$ cat config.mk
export PLATFORM = sky130hd
export DESIGN_NAME = junction_signal_ctrl
export DESIGN_NICKNAME = d
export VERILOG_FILES = /design/src/rtl/sig_pkg.sv /design/src/rtl/green_timer.sv /design/src/rtl/phase_picker.sv /design/src/rtl/lamp_driver.sv /design/src/rtl/junction_signal_ctrl.sv
export SDC_FILE = /design/constraint.sdc
export NUM_CORES = 1
export LEC_CHECK = 0
export ABC_CLOCK_PERIOD_IN_PS = 9450
export BUFFER_PORTS_ARGS = -buffer_cell sky130_fd_sc_hd__buf_2
export CORE_MARGIN = 2
export CORE_UTILIZATION = 57
export CTS_CLUSTER_DIAMETER = 40
export CTS_CLUSTER_SIZE = 12
export DETAILED_ROUTE_END_ITERATION = 12
export PLACE_DENSITY = 0.92
export REMOVE_ABC_BUFFERS = 1
export SETUP_SLACK_MARGIN = 0.1
export SLEW_MARGIN = 20
export SYNTH_ARGS = -nofsm -noshare
export SYNTH_HDL_FRONTEND = slang
export SYNTH_SLANG_ARGS = --single-unit
export TNS_END_PERCENT = 5
$ cat constraint.sdc
create_clock -name clk -period 9.45 [get_ports clk]
set_clock_uncertainty 0.15 [all_clocks]
set_input_delay 1.4175 -clock clk [delete_from_list [all_inputs] [get_ports clk]]
set_output_delay 1.4175 -clock clk [all_outputs]
set_load 0.05 [all_outputs]
$ cat src/rtl/sig_pkg.sv
package sig_pkg;

    localparam int NLANE  = 5;
    localparam int NPHASE = 4;

    // lane positions inside every lane vector
    localparam int L_WS = 0;
    localparam int L_WL = 1;
    localparam int L_NR = 2;
    localparam int L_NL = 3;
    localparam int L_E  = 4;

    typedef logic [NLANE-1:0] lanes_t;
    typedef logic [1:0]       phase_t;

    typedef enum logic [1:0] {
        LAMP_RED    = 2'd0,
        LAMP_GREEN  = 2'd1,
        LAMP_YELLOW = 2'd2
    } lamp_e;

    typedef enum logic {
        M_GREEN  = 1'b0,
        M_YELLOW = 1'b1
    } mode_e;

    typedef struct packed {
        phase_t phase;   // phase currently holding right of way
        phase_t target;  // phase that follows the yellow cycle
        mode_e  mode;
    } ctl_s;

    localparam phase_t PH_DEFAULT = 2'd0;
    localparam lanes_t NORTH_LANES = lanes_t'((1 << L_NR) | (1 << L_NL));

    function automatic lanes_t phase_lanes(input phase_t p);
        lanes_t m;
        m = '0;
        case (p)
            2'd0: begin m[L_NL] = 1'b1; m[L_NR] = 1'b1; end
            2'd1: begin m[L_WS] = 1'b1; m[L_WL] = 1'b1; end
            2'd2: begin m[L_WS] = 1'b1; m[L_E]  = 1'b1; end
            default: begin m[L_NR] = 1'b1; m[L_WL] = 1'b1; end
        endcase
        return m;
    endfunction

    // two lanes are safe together when some phase carries both
    function automatic logic lanes_compatible(input int a, input int b);
        logic ok;
        ok = 1'b0;
        for (int p = 0; p < NPHASE; p++) begin
            if (phase_lanes(phase_t'(p))[a] && phase_lanes(phase_t'(p))[b])
                ok = 1'b1;
        end
        return ok;
    endfunction

endpackage

$ cat src/rtl/green_timer.sv
module green_timer #(
    parameter int CNT_W = 4
) (
    input  logic             clk,
    input  logic             clr,
    output logic [CNT_W-1:0] count
);
    localparam logic [CNT_W-1:0] TOP = '1;

    logic [CNT_W-1:0] count_q, count_d;

    always_comb begin
        if (clr)
            count_d = '0;
        else if (count_q == TOP)
            count_d = count_q;
        else
            count_d = count_q + 1'b1;
    end

    always_ff @(posedge clk) begin
        count_q <= count_d;
    end

    assign count = count_q;
endmodule

$ cat src/rtl/phase_picker.sv
module phase_picker
    import sig_pkg::*;
(
    input  phase_t cur,
    input  lanes_t waiting,
    output phase_t pick
);
    always_comb begin
        lanes_t cur_m;
        phase_t cand;
        cur_m = phase_lanes(cur);
        pick  = cur;
        // scan from farthest to nearest so the nearest candidate wins
        for (int off = NPHASE - 1; off >= 1; off--) begin
            cand = phase_t'(int'(cur) + off);
            if (|(waiting & phase_lanes(cand) & ~cur_m))
                pick = cand;
        end
    end
endmodule

$ cat src/rtl/lamp_driver.sv
module lamp_driver
    import sig_pkg::*;
(
    input  ctl_s                  st,
    output logic [NLANE-1:0][1:0] lamps
);
    lanes_t cur_m, tgt_m;

    assign cur_m = phase_lanes(st.phase);
    assign tgt_m = phase_lanes(st.target);

    for (genvar i = 0; i < NLANE; i++) begin : g_lane
        always_comb begin
            if (!cur_m[i])
                lamps[i] = LAMP_RED;
            else if (st.mode == M_GREEN || tgt_m[i])
                lamps[i] = LAMP_GREEN;
            else
                lamps[i] = LAMP_YELLOW;
        end
    end
endmodule

$ cat src/rtl/junction_signal_ctrl.sv
module junction_signal_ctrl
    import sig_pkg::*;
#(
    parameter int CNT_W    = 4,
    parameter int MIN_G    = 3,
    parameter int NB_MIN_G = 7,
    parameter int MAX_G    = 10
) (
    input  logic       clk,
    input  logic       rst,
    input  logic       car_ws,
    input  logic       car_wl,
    input  logic       car_nr,
    input  logic       car_nl,
    input  logic       car_e,
    output logic [1:0] lamp_ws,
    output logic [1:0] lamp_wl,
    output logic [1:0] lamp_nr,
    output logic [1:0] lamp_nl,
    output logic [1:0] lamp_e
);
    localparam logic [CNT_W-1:0] MIN_TH    = (CNT_W)'(MIN_G - 1);
    localparam logic [CNT_W-1:0] NB_MIN_TH = (CNT_W)'(NB_MIN_G - 1);
    localparam logic [CNT_W-1:0] MAX_TH    = (CNT_W)'(MAX_G - 1);

    ctl_s              st_q, st_d;
    logic              clr_d;
    logic [CNT_W-1:0]  gcnt;
    lanes_t            dem, cur_m, drop_m;
    phase_t            rr_pick, goal;
    logic              other_wait, idle, want_change, north_hold, min_ok;
    logic [NLANE-1:0][1:0] lamps;

    assign dem = {car_e, car_nl, car_nr, car_wl, car_ws};

    green_timer #(.CNT_W(CNT_W)) i_timer (
        .clk   (clk),
        .clr   (clr_d),
        .count (gcnt)
    );

    phase_picker i_picker (
        .cur     (st_q.phase),
        .waiting (dem),
        .pick    (rr_pick)
    );

    // ---------------- next-state logic ----------------
    always_comb begin
        cur_m       = phase_lanes(st_q.phase);
        other_wait  = |(dem & ~cur_m);
        idle        = (dem == '0);
        goal        = other_wait ? rr_pick : PH_DEFAULT;
        drop_m      = cur_m & ~phase_lanes(goal);
        north_hold  = |(drop_m & dem & NORTH_LANES);
        min_ok      = (gcnt > MIN_TH || gcnt == MIN_TH) &&
                      (!north_hold || gcnt > NB_MIN_TH || gcnt == NB_MIN_TH);
        want_change = other_wait || (idle && st_q.phase != PH_DEFAULT);

        st_d  = st_q;
        clr_d = 1'b0;
        if (rst) begin
            st_d.phase  = PH_DEFAULT;
            st_d.target = PH_DEFAULT;
            st_d.mode   = M_GREEN;
            clr_d       = 1'b1;
        end else begin
            case (st_q.mode)
                M_GREEN: begin
                    if (want_change && min_ok) begin
                        st_d.target = goal;
                        st_d.mode   = M_YELLOW;
                    end
                end
                default: begin
                    st_d.phase = st_q.target;
                    st_d.mode  = M_GREEN;
                    clr_d      = 1'b1;
                end
            endcase
        end
    end

    always_ff @(posedge clk) begin
        st_q <= st_d;
    end

    // ---------------- output logic ----------------
    lamp_driver i_lamps (
        .st    (st_q),
        .lamps (lamps)
    );

    assign lamp_ws = lamps[L_WS];
    assign lamp_wl = lamps[L_WL];
    assign lamp_nr = lamps[L_NR];
    assign lamp_nl = lamps[L_NL];
    assign lamp_e  = lamps[L_E];

    // ---------------- assertions ----------------
    logic [CNT_W-1:0] run_q [NLANE];

    for (genvar i = 0; i < NLANE; i++) begin : g_chk
        always_ff @(posedge clk) begin
            if (rst || lamps[i] != LAMP_GREEN)
                run_q[i] <= '0;
            else if (run_q[i] != '1)
                run_q[i] <= run_q[i] + 1'b1;
        end

        p_code_valid_r1: assert property (@(posedge clk) disable iff (rst)
            lamps[i] != 2'd3);

        p_yellow_one_r3: assert property (@(posedge clk) disable iff (rst)
            lamps[i] == LAMP_YELLOW |=> lamps[i] == LAMP_RED);

        p_no_skip_r3: assert property (@(posedge clk) disable iff (rst)
            lamps[i] == LAMP_GREEN |=> lamps[i] != LAMP_RED);

        p_min_green_r4: assert property (@(posedge clk) disable iff (rst)
            (lamps[i] == LAMP_GREEN && run_q[i] < MIN_TH) |=> lamps[i] == LAMP_GREEN);

        if (NORTH_LANES[i]) begin : g_north
            p_north_min_r5: assert property (@(posedge clk) disable iff (rst)
                (lamps[i] == LAMP_GREEN && dem[i] && run_q[i] < NB_MIN_TH)
                |=> lamps[i] == LAMP_GREEN);
        end

        for (genvar j = i + 1; j < NLANE; j++) begin : g_pair
            if (!lanes_compatible(i, j)) begin : g_conf
                p_no_conflict_r2: assert property (@(posedge clk) disable iff (rst)
                    !(lamps[i] != LAMP_RED && lamps[j] != LAMP_RED));
            end
        end
    end

    p_max_green_r6: assert property (@(posedge clk) disable iff (rst)
        (st_q.mode == M_GREEN && other_wait && (gcnt > MAX_TH || gcnt == MAX_TH))
        |=> st_q.mode == M_YELLOW);

    p_reset_default_r8: assert property (@(posedge clk)
        rst |=> (lamp_nl == LAMP_GREEN && lamp_nr == LAMP_GREEN &&
                 lamp_ws == LAMP_RED && lamp_wl == LAMP_RED && lamp_e == LAMP_RED));

    p_reset_timer_r11: assert property (@(posedge clk)
        rst |=> gcnt == '0);
endmodule

After elaboration in Yosys (flattened, before gate mapping):

Index checks and enable logic that the tools add are counted.

* register bits: 9
* bits in latches: 0
* memory bits (writable): 0
* memory bits (read-only): 0
* input port bits: 7
* word-level logic and storage cells: 123
* memories: 0

* add/subtract/negate cells: 4
* multiply operators: 0
* div/mod/pow operators: 0
* order comparisons: 2
* equality and inequality tests: 15
* shift operators: 0
* muxes and demuxes: 46
* bitwise gates (word level): 12
* reduce and logical (&&, ||, !) cells: 40

Operator list (count)
* $and A5 B5 Y5: 7
* $mux W1: 32
* $mux W2: 14
* $reduce_or A2 Y1: 14
* $reduce_or A5 Y1: 4
* $eq A2 B1 Y1 const B: 6
* $eq A2 B2 Y1 const B: 6
* $logic_not A2 Y1: 6
* $logic_or A1 B1 Y1: 9
* $and A4 B4 Y4: 2
* $logic_not A5 Y1: 1
* $not A5 Y5: 1
* $add A2 B2 Y2 const B: 2
* $add A4 B1 Y4 const B: 1
* $eq A4 B2 Y1 const B: 1
* $eq A4 B3 Y1 const B: 1
* $eq A4 B4 Y1 const B: 1
* $gt A4 B2 Y1 const B: 1
* $gt A4 B3 Y1 const B: 1
* $not A4 Y4: 1
* $logic_and A1 B1 Y1: 3
* $add A2 B1 Y2 const B: 1
* $reduce_and A2 Y1: 1
* $reduce_bool A2 Y1: 1
* other kinds (2): 2

Logic depth before layout (Yosys ltp):

* depth in word-level cells: 24
* gate-level depth with buffers: 14

Hierarchy:

Synthesis repeated with hierarchy kept, for this count alone.

* cell total of the unflattened synthesis: 103
* area total of the unflattened synthesis: 900.9 µm²

Modules (own cells, without submodules)
* junction_signal_ctrl: times used 1, cells an instance 38, area each 334.1 µm²
* phase_picker: times used 1, cells an instance 24, area each 220.2 µm²
* green_timer: times used 1, cells an instance 18, area each 187.7 µm²
* lamp_driver: times used 1, cells an instance 23, area each 158.9 µm²

Least setup slack after synthesis:

OpenSTA, ideal clock, no wires.

* path type: input to register
* start: input port car_e
* end: register st_q[2] (netlist bit)
* library setup time: 0.134 ns
* arrival: 3.605 ns
* required time: 9.166 ns
* slack: 5.561 ns
* stages: 11
* buffers on the path: 0
* path through: nor2b_2 > a22o_4 > o21a_1 > a311o_1 > a21o_2 > ha_1 > nand3b_1 > a31oi_1 > a211o_1 > a32oi_1 > o41ai_2

* cells in the longest elaborated chain, start to end: 20
* elaborated cells between the ends (all ways): 34
* those cells by class: eq/ne (2); mux (6); bitwise (10); reduce/logical (16)

Ends and longest elaborated chain
* start, declared: line junction_signal_ctrl.sv:15 `input logic car_e,`
* $and A5 B5 Y5 (2 in a row): line phase_picker.sv:16 `if (|(waiting & phase_lanes(cand) & ~cur_m))`
* $reduce_or A5 Y1: line phase_picker.sv:16
* $mux W2 (3 in a row): line phase_picker.sv:16
* $mux W2: line junction_signal_ctrl.sv:53 `goal = other_wait ? rr_pick : PH_DEFAULT;`
* $eq A2 B2 Y1 / $eq A2 B1 Y1 (equally long branches)
* $reduce_or A2 Y1 (no line)
* $mux W1: line sig_pkg.sv:39 `case (p)`
* $not A4 Y4: line junction_signal_ctrl.sv:54 `drop_m = cur_m & ~phase_lanes(goal);`
* $and A4 B4 Y4: line junction_signal_ctrl.sv:54
* $and A4 B4 Y4: line junction_signal_ctrl.sv:55 `north_hold = |(drop_m & dem & NORTH_LANES);`
* $reduce_or A2 Y1: line junction_signal_ctrl.sv:55
* $logic_not A1 Y1: line junction_signal_ctrl.sv:57 `(!north_hold || gcnt > NB_MIN_TH || gcnt == NB_MIN_TH);`
* $logic_or A1 B1 Y1 (2 in a row): line junction_signal_ctrl.sv:57
* $logic_and A1 B1 Y1: line junction_signal_ctrl.sv:56 `min_ok = (gcnt > MIN_TH || gcnt == MIN_TH) &&`
* $logic_and A1 B1 Y1: line junction_signal_ctrl.sv:70 `if (want_change && min_ok) begin`
* $reduce_and A2 Y1 (no line)
* end signal, assigned: line junction_signal_ctrl.sv:85 `st_q <= st_d;`
* end, declared: line junction_signal_ctrl.sv:26 `ctl_s st_q, st_d;`

Several ways; a longest one is shown, not always the timed one.
A chain may end at the register's enable or synchronous reset.

Worst setup path after layout:

* start: input port car_nr
* end: register st_q[2] (netlist bit)

* cells in the longest elaborated chain, start to end: 20
* elaborated cells between the ends (all ways): 34
* those cells by class: eq/ne (2); mux (6); bitwise (10); reduce/logical (16)

Ends and longest elaborated chain
* start, declared: line junction_signal_ctrl.sv:13 `input logic car_nr,`
* $and A5 B5 Y5 (2 in a row): line phase_picker.sv:16
* $reduce_or A5 Y1: line phase_picker.sv:16
* $mux W2 (3 in a row): line phase_picker.sv:16
* $mux W2: line junction_signal_ctrl.sv:53
* $eq A2 B2 Y1 / $eq A2 B1 Y1 (equally long branches)
* $reduce_or A2 Y1 (no line)
* $mux W1: line sig_pkg.sv:39
* $not A4 Y4: line junction_signal_ctrl.sv:54
* $and A4 B4 Y4: line junction_signal_ctrl.sv:54
* $and A4 B4 Y4: line junction_signal_ctrl.sv:55
* $reduce_or A2 Y1: line junction_signal_ctrl.sv:55
* $logic_not A1 Y1: line junction_signal_ctrl.sv:57
* $logic_or A1 B1 Y1 (2 in a row): line junction_signal_ctrl.sv:57
* $logic_and A1 B1 Y1: line junction_signal_ctrl.sv:56
* $logic_and A1 B1 Y1: line junction_signal_ctrl.sv:70
* $reduce_and A2 Y1 (no line)

Several ways; a longest one is shown, not always the timed one.

==> metrics.csv <==
stage,metric,value,unit
sta,max-slew-margin-rel,64.17,%
global_routing,use_met3,2.979,%
power_and_ir_drop,powerDensity,111.5,nW/um2
global_routing,grt_pass1_wl,3.236,mm
cts,cts.repair.resized,0,
synthesis,synth-seq-cells,9,
drt,antenna_left,0,
synthesis,synthCells,100,
floorplanning,dieWidth,42.67,um
place,pre_cts_ws,5290,ps
worst_setup_path,ff2ff_path_depth,13,
cts,cts_hold_buf,0,
worst_setup_path,cp_cell_sequence,"buf_2, mux2_4, a221oi_1, and2_1, nand2_1, a21o_2, ha_1, nand3b_1, a31oi_1, a211o_1, a32oi_1, o41ai_2",
synthesis,synth_edf_count,0,
sta,fmax,252.4,MHz
global_routing,grtUsageMet1,28.76,%
floorplanning,core_area,1350,um2
drt,routed_wl,1.890,mm
hold_path,hold_path_startpoint,st_q[1],
global_routing,grt_antenna_before_repair,0,
worst_setup_path,r2r-start,st_q[3],
sta,post-route-period-util,41.92,%
sta,setup_violations,0,
sta,hold_violations,0,
synthesis,syn-cell-area,852.1,um2
worst_setup_path,crit_arrival,3950,ps
global_routing,grt_pass1_vias,748,
drt,vias,828,
worst_setup_path,worstSetupPathType,in2reg,
flow_run,drv_cap,0,
global_routing,grt_overflow,0,
sta,grt_setup_unrepaired,false,
final_layout,diodes,0,
cts,cts.path.max_buffers,2,
floorplanning,initial_utilization,63.11,%
power_and_ir_drop,ir_drop,0.09259,mV
cts,clk_latency,260,ps
cts,path_clk_slew,70,ps
final_layout,areaGrowthSynthToFinish,12.19,%
cts,post_cts_buffers,0,
drt,vias_per_cell,6.321,
synthesis,seq_area_frac_synth,21.15,%
place,gp_congestion,0.8235,
power_and_ir_drop,finalPower,106.6,uW
global_routing,grt_use_total,22.61,%
hold_path,hold_depth,2,
floorplanning,core.rowCount,13,
cts,cts-root-buf,clkbuf_4,
status,status,"finished, final reports clean",
hold_path,hp-class,reg2reg,
worst_setup_path,timing.critical_path.buf_inv,1,
cts,htreeDepth,1,
drt,first_pass_iters,4,
global_routing,grt_max_degree,18,
sta,tightest_slew,537.5,ps
cts,clkSinkCount,9,
synthesis,synth_top_area_share,21.15,%
final_layout,layout-drive-gt1-share,27.59,%
drt,routedWlPerCell,14.43,um
worst_setup_path,cp_top_family,compound AO/OA/AOI/OAI gates,
power_and_ir_drop,leakage,0.0004270,uW
drt,drt_iter0_markers,32,
synthesis,synth_area_leaders,"dfxtp_1 (21%), ha_1 (13%), mux2i_1 (4.7%), inv_1 (4.4%), nor2_1 (3.5%)",
place,hpwl,1.465,mm
worst_setup_path,critical_path.max_fanout,5,
sta,setup_tns,0,ps
sta,min_period,3962,ps
worst_setup_path,required,9430,ps
final_layout,fin_nets,133,
synthesis,yosys_warnings,0,
floorplanning,die_h,42.67,um
global_routing,met2_usage,38.79,%
floorplanning,die_area,1820,um2
cts,cts_buffers,3,
synthesis,ys_types,40,
worst_setup_path,slowest_stage,a221oi_1,
synthesis,synth_top_cell_by_area,dfxtp_1,
drt,drc,0,
sta,fin_ws,5488,ps
sta,finalMaxSlewViolations,0,
cts,cts_tree,yes,
worst_setup_path,r2r-end,st_q[2],
worst_setup_path,cp-end-kind,register,
global_routing,gr-max-usage-layer,met2,
floorplanning,ios,17,
synthesis,avgSynthCellArea,8.521,um2
worst_setup_path,rrSetupSlack,5710,ps
synthesis,synth_ff_type,dfxtp_1,
final_layout,fill_cells,113,
synthesis,async_reset_ff_share,0,%
hold_path,holdPathEnd,st_q[1],
place,port_buffers,16,
worst_setup_path,cpPeakStageDelay,450,ps
worst_setup_path,start_kind,input pin,
==> cell families after synthesis <==
logic type,synth area share (%)
mux,6.461
fa+ha+maj,13.22
flops,21.15
xor+xnor,1.028
buf+inv,7.049
compound gates,30.10
simple gates,21.00
==> worst min-delay path, cell delays in order (launching register included) <==
cell      delay, ps
dfxtp_1         320
nand3b_1         80
o31ai_1          70
==> state kept, by name (all words and copies together), names as in the netlist <==
| signal | count |
|---|---|
| st_q | 5 |
| i_timer.count | 4 |
==> stage by stage <==
step	cells	utilization [%]	cell area, um2	hold slack (ps)
finish	131	70.81	955.9	372.3
global route	131	70.81	955.9	397.7
CTS	131	70.81	955.9	374.0
detailed placement	127	68.77	928.4	359.8
global placement	127	68.77	928.4	345.4
floorplan	96	-	829.5	327.0
==> synth_stat cells (2+ instances only) <==
library cell / instances
nand3b_1: 3
nor2_1: 8
inv_1: 10
a21oi_1: 4
a31oi_1: 2
a221o_2: 2
and3_1: 3
nand3_1: 2
nand2_1: 2
o21ai_0: 3
mux2i_1: 4
a2111oi_0: 3
ha_1: 9
clkbuf_1: 3
nor2b_2: 2
dfxtp_1: 9
nor3_1: 4
a21boi_0: 2
nor4_1: 2
o21a_1: 3
==> per-layer routing <==
layer	vias up	share of wire, %
li1	411	-
met1	382	47
met2	33	48
met3	2	4.7
met4	0	0.53
met5	-	0
==> worst max path at each step <==
stage	startpoint	end	slack, ps	cells after the start
floorplan	car_e	st_q[2]	5560	11
global placement	car_nr	st_q[2]	5320	11
detailed placement	car_e	st_q[2]	5290	12
CTS	car_e	st_q[2]	5540	12
global route	car_nr	st_q[2]	5310	12
finish	car_nr	st_q[2]	5490	12
==> layout by cell type (no fill, tap or decap), types with 2 or more instances in the layout <==
cell type / count
buf_2: 16
nor3_1: 4
nor2b_2: 2
a2111oi_0: 3
nand3b_1: 3
clkbuf_4: 3
nor2_1: 8
mux2i_1: 4
inv_1: 10
a21oi_1: 4
o21ai_0: 3
a31oi_1: 2
and3_1: 3
nor4_1: 2
o21a_1: 3
a21boi_0: 2
nand3_1: 2
ha_1: 9
nand2_1: 2
a221o_2: 2
dfxtp_1: 9
==> power by group <==
part           internal, uW  switching (uW)
clock network          15.6            13.3
logic                  13.2            18.4
registers              41.2            4.91
==> cell type report <==
class                      instances  area (um2)  area share (%)
multi-input combinational         77       611.8           64.01
sequential                         9       180.2           18.85
tap                               15       18.77           1.963
timing repair buffer              16       80.08           8.377
inverter                          10       37.54           3.927
clock buffer                       3       22.52           2.356
clock inverter                     1       5.005          0.5236
Note: power is estimated with default switching activity, not from simulation.
